$ cat config.mk
export PLATFORM = sky130hd
export DESIGN_NAME = tap_delay_lane
export DESIGN_NICKNAME = d
export VERILOG_FILES = /design/src/rtl/tap_delay_pkg.sv /design/src/rtl/tap_front_reg.sv /design/src/rtl/tap_shift_stack.sv /design/src/rtl/tap_out_mux.sv /design/src/rtl/tap_delay_lane.sv
export SDC_FILE = /design/constraint.sdc
export NUM_CORES = 1
export LEC_CHECK = 0
export BUFFER_PORTS_ARGS = -buffer_cell sky130_fd_sc_hd__clkbuf_2
export CORE_MARGIN = 2
export CORE_UTILIZATION = 39
export DETAILED_ROUTE_END_ITERATION = 16
export MAX_ROUTING_LAYER = met4
export PLACE_DENSITY_LB_ADDON = 0.12
export SETUP_SLACK_MARGIN = 0.05
export SYNTH_ARGS = -nofsm -noshare
export SYNTH_HDL_FRONTEND = slang
export SYNTH_SLANG_ARGS = --single-unit
export TNS_END_PERCENT = 20
$ cat constraint.sdc
create_clock -name clk_i -period 2.8 [get_ports clk_i]
set_input_delay 0.14 -clock clk_i [delete_from_list [all_inputs] [get_ports clk_i]]
set_output_delay 0.14 -clock clk_i [all_outputs]
set_load 0.03 [all_outputs]
$ cat src/rtl/tap_delay_pkg.sv
package tap_delay_pkg;
  localparam int unsigned LANE_DATA_W = 12;
  localparam int unsigned LANE_DEPTH  = 16;
endpackage

$ cat src/rtl/tap_front_reg.sv
module tap_front_reg #(
  parameter int unsigned DATA_W = tap_delay_pkg::LANE_DATA_W,
  parameter int unsigned SEL_W  = 4
) (
  input  logic              clk_i,
  input  logic              rst_ni,
  input  logic [DATA_W-1:0] data_i,
  input  logic [SEL_W-1:0]  tap_sel_i,
  output logic [DATA_W-1:0] front_o,
  output logic [SEL_W-1:0]  sel_o
);
  always_ff @(posedge clk_i or negedge rst_ni) begin
    if (!rst_ni) begin
      front_o <= '0;
      sel_o   <= '0;
    end else begin
      front_o <= data_i;
      sel_o   <= tap_sel_i;
    end
  end

  assert_front_tracks_R2: assert property (@(posedge clk_i) disable iff (!rst_ni)
    1'b1 |=> front_o == $past(data_i));
  assert_sel_reg_R7: assert property (@(posedge clk_i) disable iff (!rst_ni)
    1'b1 |=> sel_o == $past(tap_sel_i));
endmodule

$ cat src/rtl/tap_shift_stack.sv
module tap_shift_stack #(
  parameter int unsigned DATA_W = tap_delay_pkg::LANE_DATA_W,
  parameter int unsigned DEPTH  = tap_delay_pkg::LANE_DEPTH
) (
  input  logic              clk_i,
  input  logic              rst_ni,
  input  logic              adv_ni,
  input  logic [DATA_W-1:0] push_i,
  output logic [DATA_W-1:0] entry_o [DEPTH]
);
  for (genvar k = 0; k < DEPTH; k++) begin : g_entry
    logic [DATA_W-1:0] src;
    if (k == 0) begin : g_top
      assign src = push_i;
    end else begin : g_rest
      assign src = entry_o[k-1];
    end
    always_ff @(posedge clk_i or negedge rst_ni) begin
      if (!rst_ni)     entry_o[k] <= '0;
      else if (!adv_ni) entry_o[k] <= src;
    end
  end

  assert_hold_R4: assert property (@(posedge clk_i) disable iff (!rst_ni)
    adv_ni |=> $stable(entry_o[DEPTH-1]) && $stable(entry_o[0]));
  assert_shift_R3: assert property (@(posedge clk_i) disable iff (!rst_ni)
    !adv_ni |=> entry_o[DEPTH-1] == $past(entry_o[DEPTH-2]) && entry_o[0] == $past(push_i));
endmodule

$ cat src/rtl/tap_out_mux.sv
module tap_out_mux #(
  parameter int unsigned DATA_W = tap_delay_pkg::LANE_DATA_W,
  parameter int unsigned DEPTH  = tap_delay_pkg::LANE_DEPTH,
  parameter int unsigned SEL_W  = 4
) (
  input  logic              clk_i,
  input  logic              rst_ni,
  input  logic [DATA_W-1:0] entry_i [DEPTH],
  input  logic [SEL_W-1:0]  sel_i,
  output logic [DATA_W-1:0] operand_o
);
  logic [DATA_W-1:0] pick;
  always_comb begin
    pick = '0;
    for (int k = 0; k < DEPTH; k++)
      if (sel_i == SEL_W'(k)) pick = entry_i[k];
  end

  always_ff @(posedge clk_i or negedge rst_ni) begin
    if (!rst_ni) operand_o <= '0;
    else         operand_o <= pick;
  end
endmodule

$ cat src/rtl/tap_delay_lane.sv
module tap_delay_lane #(
  parameter int unsigned DATA_W = tap_delay_pkg::LANE_DATA_W,
  parameter int unsigned DEPTH  = tap_delay_pkg::LANE_DEPTH,
  localparam int unsigned SEL_W = $clog2(DEPTH)
) (
  input  logic              clk_i,
  input  logic              rst_ni,
  input  logic [DATA_W-1:0] data_i,
  input  logic              stk_adv_ni,
  input  logic [SEL_W-1:0]  tap_sel_i,
  output logic [DATA_W-1:0] operand_o
);
  logic [DATA_W-1:0] front_q;
  logic [SEL_W-1:0]  sel_q;
  logic [DATA_W-1:0] entry_q [DEPTH];

  tap_front_reg #(.DATA_W(DATA_W), .SEL_W(SEL_W)) u_front (
    .clk_i, .rst_ni, .data_i, .tap_sel_i, .front_o(front_q), .sel_o(sel_q)
  );

  tap_shift_stack #(.DATA_W(DATA_W), .DEPTH(DEPTH)) u_stack (
    .clk_i, .rst_ni, .adv_ni(stk_adv_ni), .push_i(front_q), .entry_o(entry_q)
  );

  tap_out_mux #(.DATA_W(DATA_W), .DEPTH(DEPTH), .SEL_W(SEL_W)) u_mux (
    .clk_i, .rst_ni, .entry_i(entry_q), .sel_i(sel_q), .operand_o
  );

  // frozen stack and steady tap: output settles one edge later
  assert_out_frozen_R4: assert property (@(posedge clk_i) disable iff (!rst_ni)
    (stk_adv_ni && tap_sel_i == sel_q) |=> ##1 $stable(operand_o));
  assert_reset_clear_R1: assert property (@(posedge clk_i)
    !rst_ni |-> operand_o == '0);
endmodule

==> impl_metrics.tcl, run 1 <==
set metrics [dict create \
    antenna_cells 0 \
    cp.arrival_ns 2.70 \
    ios 31 \
    synthCells 753 \
    drive_above_1_share 0.360 \
    p_switching_mw 2.93 \
    ctsHtreeMaxLevel 1 \
    die_area_sq_um 26600 \
    use_met3 0.0260 \
    cts_buffers 25 \
    grt_setup_unrepaired "false" \
    swShare 0.288 \
    vias 6200 \
    synth_top_area_frac 0.558 \
    ir_drop_mv 0.431 \
    cp-start-kind "flop" \
    ys_seq_area_frac 0.558 \
    setup_viol 0 \
    drv_slew 0 \
    synth_area_sq_um 9860 \
    grt_first_pass_wirelength_mm 36.9 \
    avgSynthCellArea_sq_um 13.1 \
    ys_ff_latch 220 \
    synthFlopType "dfrtp_1" \
    use_met2 0.265 \
    drt-total-wl_mm 22.4 \
    cts_tree "done" \
    ys_types 50 \
    leakage_nw 4.83 \
    fin_crit_ns 2.33 \
    yosys-top-cells-count "dfrtp_1 (220), mux2_2 (189), o21ai_0 (41)" \
    yosysMostFrequentCell "dfrtp_1" \
    dp_hpwl_mm 14.8 \
    worstHoldPathType "primary input to async pin" \
    cts_num_sinks 220 \
    root_buffer "clkbuf_16" \
    maxCapViolations 0 \
    grt_use_total 0.181 \
    synth_edf_count 0 \
    grt_busiest_layer "met1" \
    clk_path_buf_depth 3 \
    end_kind "flop" \
    synth_top_area_cell "dfrtp_1" \
    grt-ovfl-total 0 \
    wl_per_cell_um 19.7 \
    worstSetupPathType "flop to flop" \
    syn2layout_area_growth_pct 14.6 \
    hold_viol 0 \
    die_h_um 163 \
    routabilityCongestion 0.829 \
    comb_power_share 0.202 \
    p_int_mw 7.23 \
    nFillCells 2271 \
    synth-async-reset-ratio 1.00 \
    core-area_sq_um 25000 \
    nets 813 \
    grt_max_degree 78 \
    yosysWarnings 0 \
    insertion_delay_ns 0.51 \
    post-cts-setup-buffers 0 \
    max_freq_ghz 0.430 \
    whs_ns 0.142 \
    grt_util_met1 0.267 \
    p_seq_frac 0.505 \
    clk_pin_slew_ns 0.05 \
    drt-initial-drc-count 441 \
    cp.required_ns 3.17 \
    viasPerCell 5.45 \
    syn_nets 772 \
    grt_antenna_before_repair 0 \
    start_util 0.394 \
    tightestPinTransition_ns 0.794 \
    clkPwrFrac 0.293 \
    drc 0 \
    status "finished clean" \
    cp_max_fo 27 \
    finalCritPeriodShare 0.831 \
    portBuffers 30 \
    grt_pass1_vias 6408 \
    finalSetupTns_ns 0 \
    skew_ns 0.0110 \
    die_x_um 163 \
    ant_nets 0 \
    cts_resized 0 \
    rows 58 \
    slew_headroom 0.471 \
    dr.pass1.iters 5 \
    ys_top_cells_by_area "dfrtp_1 (56%), mux2_2 (22%), mux4_2 (2.5%)" \
    p_per_area_nw_per_um2 899 \
]
-- critical path, cell delays in order (launching register included) --
cell       delay [ns]
dfrtp_2          0.80
buf_12           0.27
or2_0            0.38
a2bb2oi_1        0.32
o21ai_0          0.13
o21ai_1          0.16
o211ai_1         0.12
-- final timing paths --
path / start / to / slack, ns / depth (start not counted)
hold reg to reg: u_front.front_o[8] / u_stack.g_entry[1].src[8] / 0.47 / 1
hold / removal: rst_ni / u_stack.g_entry[9].src[9] / 0.14 / 2
max in group asynchronous: rst_ni / u_front.sel_o[2] / 1.60 / 3
setup / recovery: u_front.sel_o[1] / u_mux.operand_o[0] / 0.47 / 6
setup reg to reg: u_front.sel_o[1] / u_mux.operand_o[0] / 0.47 / 6
min in group clk_i: stk_adv_ni / u_stack.g_entry[12].src[1] / 0.20 / 3
-- placed cells by master (no fill, tap or decap), types with 4 or more instances in the layout --
cell / Yosys / routed
nor3_1: 6 / 6
o22ai_1: 10 / 10
mux2i_1: 17 / 17
clkbuf_8: 0 / 5
inv_1: 13 / 13
mux2_2: 189 / 189
mux4_2: 11 / 11
and3_1: 5 / 5
clkbuf_16: 0 / 25
dfrtp_1: 220 / 217
nor2b_1: 7 / 7
dlygate4sd3_1: 0 / 17
a21oi_1: 37 / 37
buf_4: 9 / 19
a22oi_1: 5 / 5
o32ai_1: 4 / 4
buf_12: 0 / 5
a211oi_1: 6 / 6
clkbuf_2: 0 / 28
o221ai_1: 5 / 5
clkbuf_1: 14 / 10
nand3_1: 7 / 7
a31oi_1: 7 / 7
nand2b_1: 4 / 4
nand2_1: 36 / 36
o211ai_1: 5 / 5
nor2_1: 19 / 19
o21ai_0: 41 / 41
-- flip-flops by register name, indices dropped and copies added (netlist names) --
register and flops:
u_stack.g_entry.src 180, u_front.front_o 12, u_mux.operand_o 12, u_stack.entry_o 12
u_front.sel_o 4
-- power groups by stage --
stage | sequential (mW) | clock, mW | combinational [mW]
4_1_cts | 5.13 | 3.07 | 2.08
3_3_place_gp | 5.15 | 0 | 1.99
5_1_grt | 5.29 | 3.23 | 2.26
6_report | 5.13 | 2.97 | 2.05
3_5_place_dp | 5.19 | 0 | 2.05
2_1_floorplan | 4.90 | 0 | 1.56
-- timing repair --
action                                  CTS  global route
endpoints found under the hold margin    68             0
endpoints found under the setup margin    0             0
hold buffers                             17             0
-- final cells by class --
| class | instances | area [sq um] | area share |
|---|---|---|---|
| Timing Repair Buffer | 71 | 579 | 0.0513 |
| Tap cell | 330 | 413 | 0.0366 |
| Inverter | 15 | 56.3 | 0.00498 |
| Sequential cell | 220 | 5510 | 0.488 |
| Clock inverter | 1 | 5.00 | 0.000443 |
| Multi-Input combinational cell | 461 | 4000 | 0.354 |
| Clock buffer | 40 | 732 | 0.0648 |
-- stage by stage --
stage | std cells | setup slack (ns) | utilization | power, mW | area [sq um]
2_1_floorplan | 753 | 1.24 | - | 6.46 | 9860
3_3_place_gp | 1080 | 0.563 | 0.415 | 7.13 | 10400
3_5_place_dp | 1080 | 0.510 | 0.415 | 7.24 | 10400
4_1_cts | 1138 | 0.478 | 0.451 | 10.3 | 11300
5_1_grt | 1138 | 0.304 | 0.451 | 10.8 | 11300
6_report | 1138 | 0.472 | 0.451 | 10.2 | 11300
-- metal layers --
layer / up-vias / share of wire
li1: 2858 / -
met4: 0 / 0.018
met1: 3185 / 0.49
met3: 34 / 0.045
met5: - / 0
met2: 123 / 0.45
-- logic make-up after synthesis --
| group | synth area share |
|---|---|
| multiplexers | 0.266 |
| AO/OA/AOI/OAI | 0.0951 |
| AND/OR/NAND/NOR | 0.0445 |
| buffers and inverters | 0.0358 |
| flip-flops | 0.558 |
Power figures use the tool's default switching activity.
==> inputs of run 2 (changes only) <==
Clock period 2.8 ns to 2.15 ns, I/O delays scaled along.
==> run 2 against run 1 <==
- cell area increased by 2.4%
- sequential share of layout area is 1.2 points lower
- largest cell class unchanged
- utilization rose by 1.1 points
- combinational power rose by 34%
- clock power rose by 52%
- highest routed layer unchanged
- power grew 37%
- sequential power grew 30%
==> impl_metrics.tcl, run 2 (synthesis results as in run 1) <==
set metrics [dict create \
    comb_power_share 0.197 \
    clk_pin_slew_ns 0.06 \
    grt_first_pass_wirelength_mm 37.7 \
    place_ws_ns 0.162 \
    drt-total-wl_mm 23.0 \
    p_per_area_nw_per_um2 1200 \
    wl_per_cell_um 19.9 \
    nets 825 \
    cp.required_ns 2.59 \
    tightestPinTransition_ns 0.616 \
    grt-ovfl-total 0 \
    die_h_um 163 \
    drt-initial-drc-count 419 \
    critPathCapture "u_mux.operand_o[11]" \
    start_util 0.394 \
    worstSetupPathType "flop to flop" \
    grt_use_total 0.187 \
    clk_path_buf_depth 3 \
    stdcell_area_sq_um 11600 \
    vias 6292 \
    slew_headroom 0.589 \
    dp_hpwl_mm 15.2 \
    drive_above_1_share 0.381 \
    rrSetupSlack_ns 0.26 \
    grt_setup_unrepaired "false" \
    portBuffers 30 \
    grt_max_degree 74 \
    insertion_delay_ns 0.54 \
    cts_buffers 26 \
    finalSetupTns_ns 0 \
    setup_slack_ns 0.260 \
    finalCritPeriodShare 0.879 \
    viasPerCell 5.44 \
    cp_max_fo 27 \
    root_buffer "clkbuf_16" \
    final_common_cell "dfrtp_1" \
    p_int_mw 9.94 \
    grt_antenna_before_repair 0 \
    grt_pass1_vias 6550 \
    hold_viol 0 \
    max_freq_ghz 0.529 \
    largest_reg_flops 180 \
    drc 0 \
    core-area_sq_um 25000 \
    cp-start-kind "flop" \
    ctsHtreeMaxLevel 1 \
    worstHoldPathType "primary input to flop" \
    cts_tree "done" \
    final_cell_mix "dfrtp_1 (217), mux2_2 (189), o21ai_0 (41), a21oi_1 (37), nand2_1 (36)" \
    p_total_mw 13.9 \
    swShare 0.286 \
    ir_drop_mv 0.613 \
    seqCellArea_sq_um 5510 \
    cp.arrival_ns 2.33 \
    clkPwrFrac 0.325 \
    placed_area_sq_um 10500 \
    rows 58 \
    cts_num_sinks 220 \
    p_switching_mw 3.98 \
    skew_ns 0.0237 \
    leakage_nw 4.98 \
    multi_input_area_sq_um 4000 \
    drv_slew 0 \
    setup_viol 0 \
    ios 31 \
    worstReg2RegStart "u_front.sel_o[0]" \
    status "finished clean" \
    die_area_sq_um 26600 \
    die_x_um 163 \
    fin_crit_ns 1.89 \
    dr.pass1.iters 5 \
    r2r_end "u_mux.operand_o[11]" \
    end_kind "flop" \
    antenna_cells 0 \
    nFillCells 2282 \
    routabilityCongestion 0.871 \
    ant_nets 0 \
    critical_path.startpoint "u_front.sel_o[0]" \
    rr_worst_depth 7 \
    maxCapViolations 0 \
    syn2layout_area_growth_pct 17.3 \
    p_seq_frac 0.478 \
]
## run 2: critical path: stages (launching register included)
cell and delay [ns]:
dfrtp_2 0.44, buf_12 0.19, buf_4 0.19, nor2_2 0.29, a32oi_1 0.16, a32oi_1 0.23
o21ai_0 0.11, a21oi_1 0.17
## run 2: power groups by stage
stage	Clock (mW)	Combinational (mW)	Sequential [mW]
floorplan	0	2.04	6.38
global placement	0	2.66	6.65
detailed placement	0	2.74	6.71
CTS	4.65	2.78	6.65
global route	4.81	3.02	6.86
finish	4.52	2.75	6.65
## run 2: worst min-delay path by stage
stage	startpoint	end	slack (ns)	cells past startpoint
finish	stk_adv_ni	u_stack.g_entry[12].src[1]	0.03	3
global route	stk_adv_ni	u_stack.g_entry[12].src[1]	0.03	3
CTS	stk_adv_ni	u_stack.g_entry[12].src[1]	0.008	3
detailed placement	rst_ni	u_stack.g_entry[13].src[2]	0.14	1
global placement	rst_ni	u_stack.g_entry[14].src[4]	0.13	1
floorplan	rst_ni	u_front.front_o[0]	-0.19	0
## run 2: cell type report
type | instances | share of cell area
sequential | 220 | 0.476
tap | 330 | 0.0357
clock inverter | 11 | 0.0128
clock buffer | 37 | 0.0650
timing repair buffer | 82 | 0.0594
multi-input combinational | 461 | 0.346
inverter | 15 | 0.00487
## run 2: stage by stage
stage          std cells  hold WS, ns   util
2_1_floorplan        753       -0.188      -
3_3_place_gp        1091        0.133  0.419
3_5_place_dp        1091        0.142  0.419
4_1_cts             1156      0.00761  0.462
5_1_grt             1156       0.0304  0.462
6_report            1156       0.0295  0.462
## run 2: repair_timing
item                                   4_1_cts  5_1_grt
setup endpoints to repair                    0        1
gates resized for setup                      0        1
endpoints found under the hold margin       84        0
buffers inserted                             0        0
hold buffers                                17        0
## run 2: metal layers
metal	up-vias	wire [um]	part of all wire	global-route usage
li1	2878	-	-	-
met1	3219	10900	0.47	0.268
met2	152	10500	0.45	0.276
met3	43	1100	0.048	0.0316
met4	0	538	0.023	0.0543
met5	-	0	0	-
==> inputs of run 3 (changes only) <==
Settings changed: CTS_BUF_LIST from default to sky130_fd_sc_hd__clkbuf_4 sky130_fd_sc_hd__clkbuf_8 sky130_fd_sc_hd__clkbuf_16, CTS_CLUSTER_SIZE from default to 25.
==> run 3 against run 2 <==
- non-clock buffer count unchanged
- sequential cell count unchanged
- fmax down 0.36%
- die area unchanged
- sequential power about the same
- final cell count unchanged
==> impl_metrics.tcl, run 3 (synthesis results as in run 1) <==
set metrics [dict create \
    status "finished clean" \
    hold_depth 3 \
    grt_setup_unrepaired "false" \
    root_buffer "clkbuf_16" \
    drv_slew 0 \
    grt_antenna_before_repair 0 \
    cp_max_fo 27 \
    worstHoldEndpoint "u_stack.g_entry[12].src[1]" \
    max_freq_ghz 0.527 \
    die_h_um 163 \
    drive_above_1_share 0.387 \
    grt-ovfl-total 0 \
    end_kind "flop" \
    tightestPinTransition_ns 0.617 \
    core-area_sq_um 25000 \
    rows 58 \
    dr.pass1.iters 5 \
    wl_per_cell_um 20.0 \
    final_cell_mix "dfrtp_1 (217), mux2_2 (189), o21ai_0 (41), a21oi_1 (37), nand2_1 (36)" \
    grt_max_degree 74 \
    routabilityCongestion 0.871 \
    drt-initial-drc-count 372 \
    fin_crit_ns 1.90 \
    nets 825 \
    worstSetupPathType "flop to flop" \
    post-cts-setup-buffers 0 \
    cts_buffers 26 \
    vias 6315 \
    grt_first_pass_wirelength_mm 37.7 \
    ios 31 \
    die_area_sq_um 26600 \
    clk_pin_slew_ns 0.06 \
    portBuffers 30 \
    clk_path_buf_depth 3 \
    drt-total-wl_mm 23.1 \
    dp_hpwl_mm 15.2 \
    final_common_cell "dfrtp_1" \
    maxCapViolations 0 \
    insertion_delay_ns 0.54 \
    skew_ns 0.0243 \
    largest_reg_flops 180 \
    finalCritPeriodShare 0.882 \
    grt_use_total 0.188 \
    ant_nets 0 \
    rrSetupSlack_ns 0.25 \
    viasPerCell 5.46 \
    leakage_nw 4.99 \
    cp.arrival_ns 2.34 \
    nFillCells 2277 \
    cp-start-kind "flop" \
    fin_cells 1156 \
    slew_headroom 0.589 \
    drc 0 \
    r2r_end "u_mux.operand_o[11]" \
    start_util 0.394 \
    die_x_um 163 \
    rr_worst_depth 7 \
    cp.required_ns 2.59 \
    worstReg2RegStart "u_front.sel_o[0]" \
    ir_drop_mv 0.610 \
    antenna_cells 0 \
    p_per_area_nw_per_um2 1210 \
    grt_pass1_vias 6556 \
    hp-start "stk_adv_ni" \
    cts_num_sinks 220 \
    dp_cells 1091 \
    syn2layout_area_growth_pct 17.5 \
    cts_tree "done" \
    ctsHtreeMaxLevel 1 \
    hold_viol 0 \
    setup_viol 0 \
    worstHoldPathType "primary input to flop" \
    finalSetupTns_ns 0 \
]
run 3: how the worst max path moves through the flow:
| stage | start | end | slack [ns] | depth (start not counted) |
|---|---|---|---|---|
| 6_report | u_front.sel_o[0] | u_mux.operand_o[11] | 0.25 | 7 |
| 5_1_grt | u_front.sel_o[2] | u_mux.operand_o[11] | 0.10 | 5 |
| 4_1_cts | u_front.sel_o[0] | u_mux.operand_o[11] | 0.12 | 7 |
| 3_5_place_dp | u_front.sel_o[0] | u_mux.operand_o[11] | 0.16 | 7 |
| 3_3_place_gp | u_front.sel_o[0] | u_mux.operand_o[11] | 0.18 | 7 |
| 2_1_floorplan | u_front.sel_o[0] | u_mux.operand_o[8] | 0.59 | 5 |
run 3: final cells by class:
type,instances,area [sq um],area share
clock buffer,37,771,0.0665
clock inverter,11,148,0.0127
inverter,15,56.3,0.00486
multi-input combinational,461,4000,0.346
sequential,220,5510,0.475
tap,330,413,0.0356
timing repair buffer,82,687,0.0593
run 3: repair_timing:
action / in CTS / in global routing
gates resized for setup: 0 / 1
hold endpoints to repair: 84 / 0
hold buffers: 17 / 0
endpoints found under the setup margin: 0 / 1
run 3: critical path: stages (launching register included):
cell     delay, ns
dfrtp_2       0.44
buf_12        0.19
buf_4         0.19
nor2_2        0.29
a32oi_1       0.16
a32oi_1       0.22
o21ai_0       0.11
a21oi_1       0.17
run 3: where the power goes:
group	switching, mW	internal, mW
clock network	1.73	2.86
logic	1.16	1.59
registers	1.10	5.55
total	3.99	10.0
run 3: stage by stage:
stage                     setup slack, ns  total power, mW  hold slack (ns)  utilization  cell area [sq um]
after CTS                           0.117             14.1          0.00761        0.463              11600
after global routing                0.100             14.8           0.0304        0.463              11600
final                               0.253             14.0           0.0257        0.463              11600
after detailed placement            0.162             9.45            0.142        0.419              10500
after floorplan                     0.593             8.41           -0.188            -               9860
after global placement              0.184             9.31            0.133        0.419              10500
run 3: routing by layer:
layer	vias up	track usage	routed length [um]
li1	2883	-	-
met1	3231	0.267	10900
met2	160	0.275	10500
met3	41	0.0326	1110
met4	0	0.0563	522
met5	-	-	0
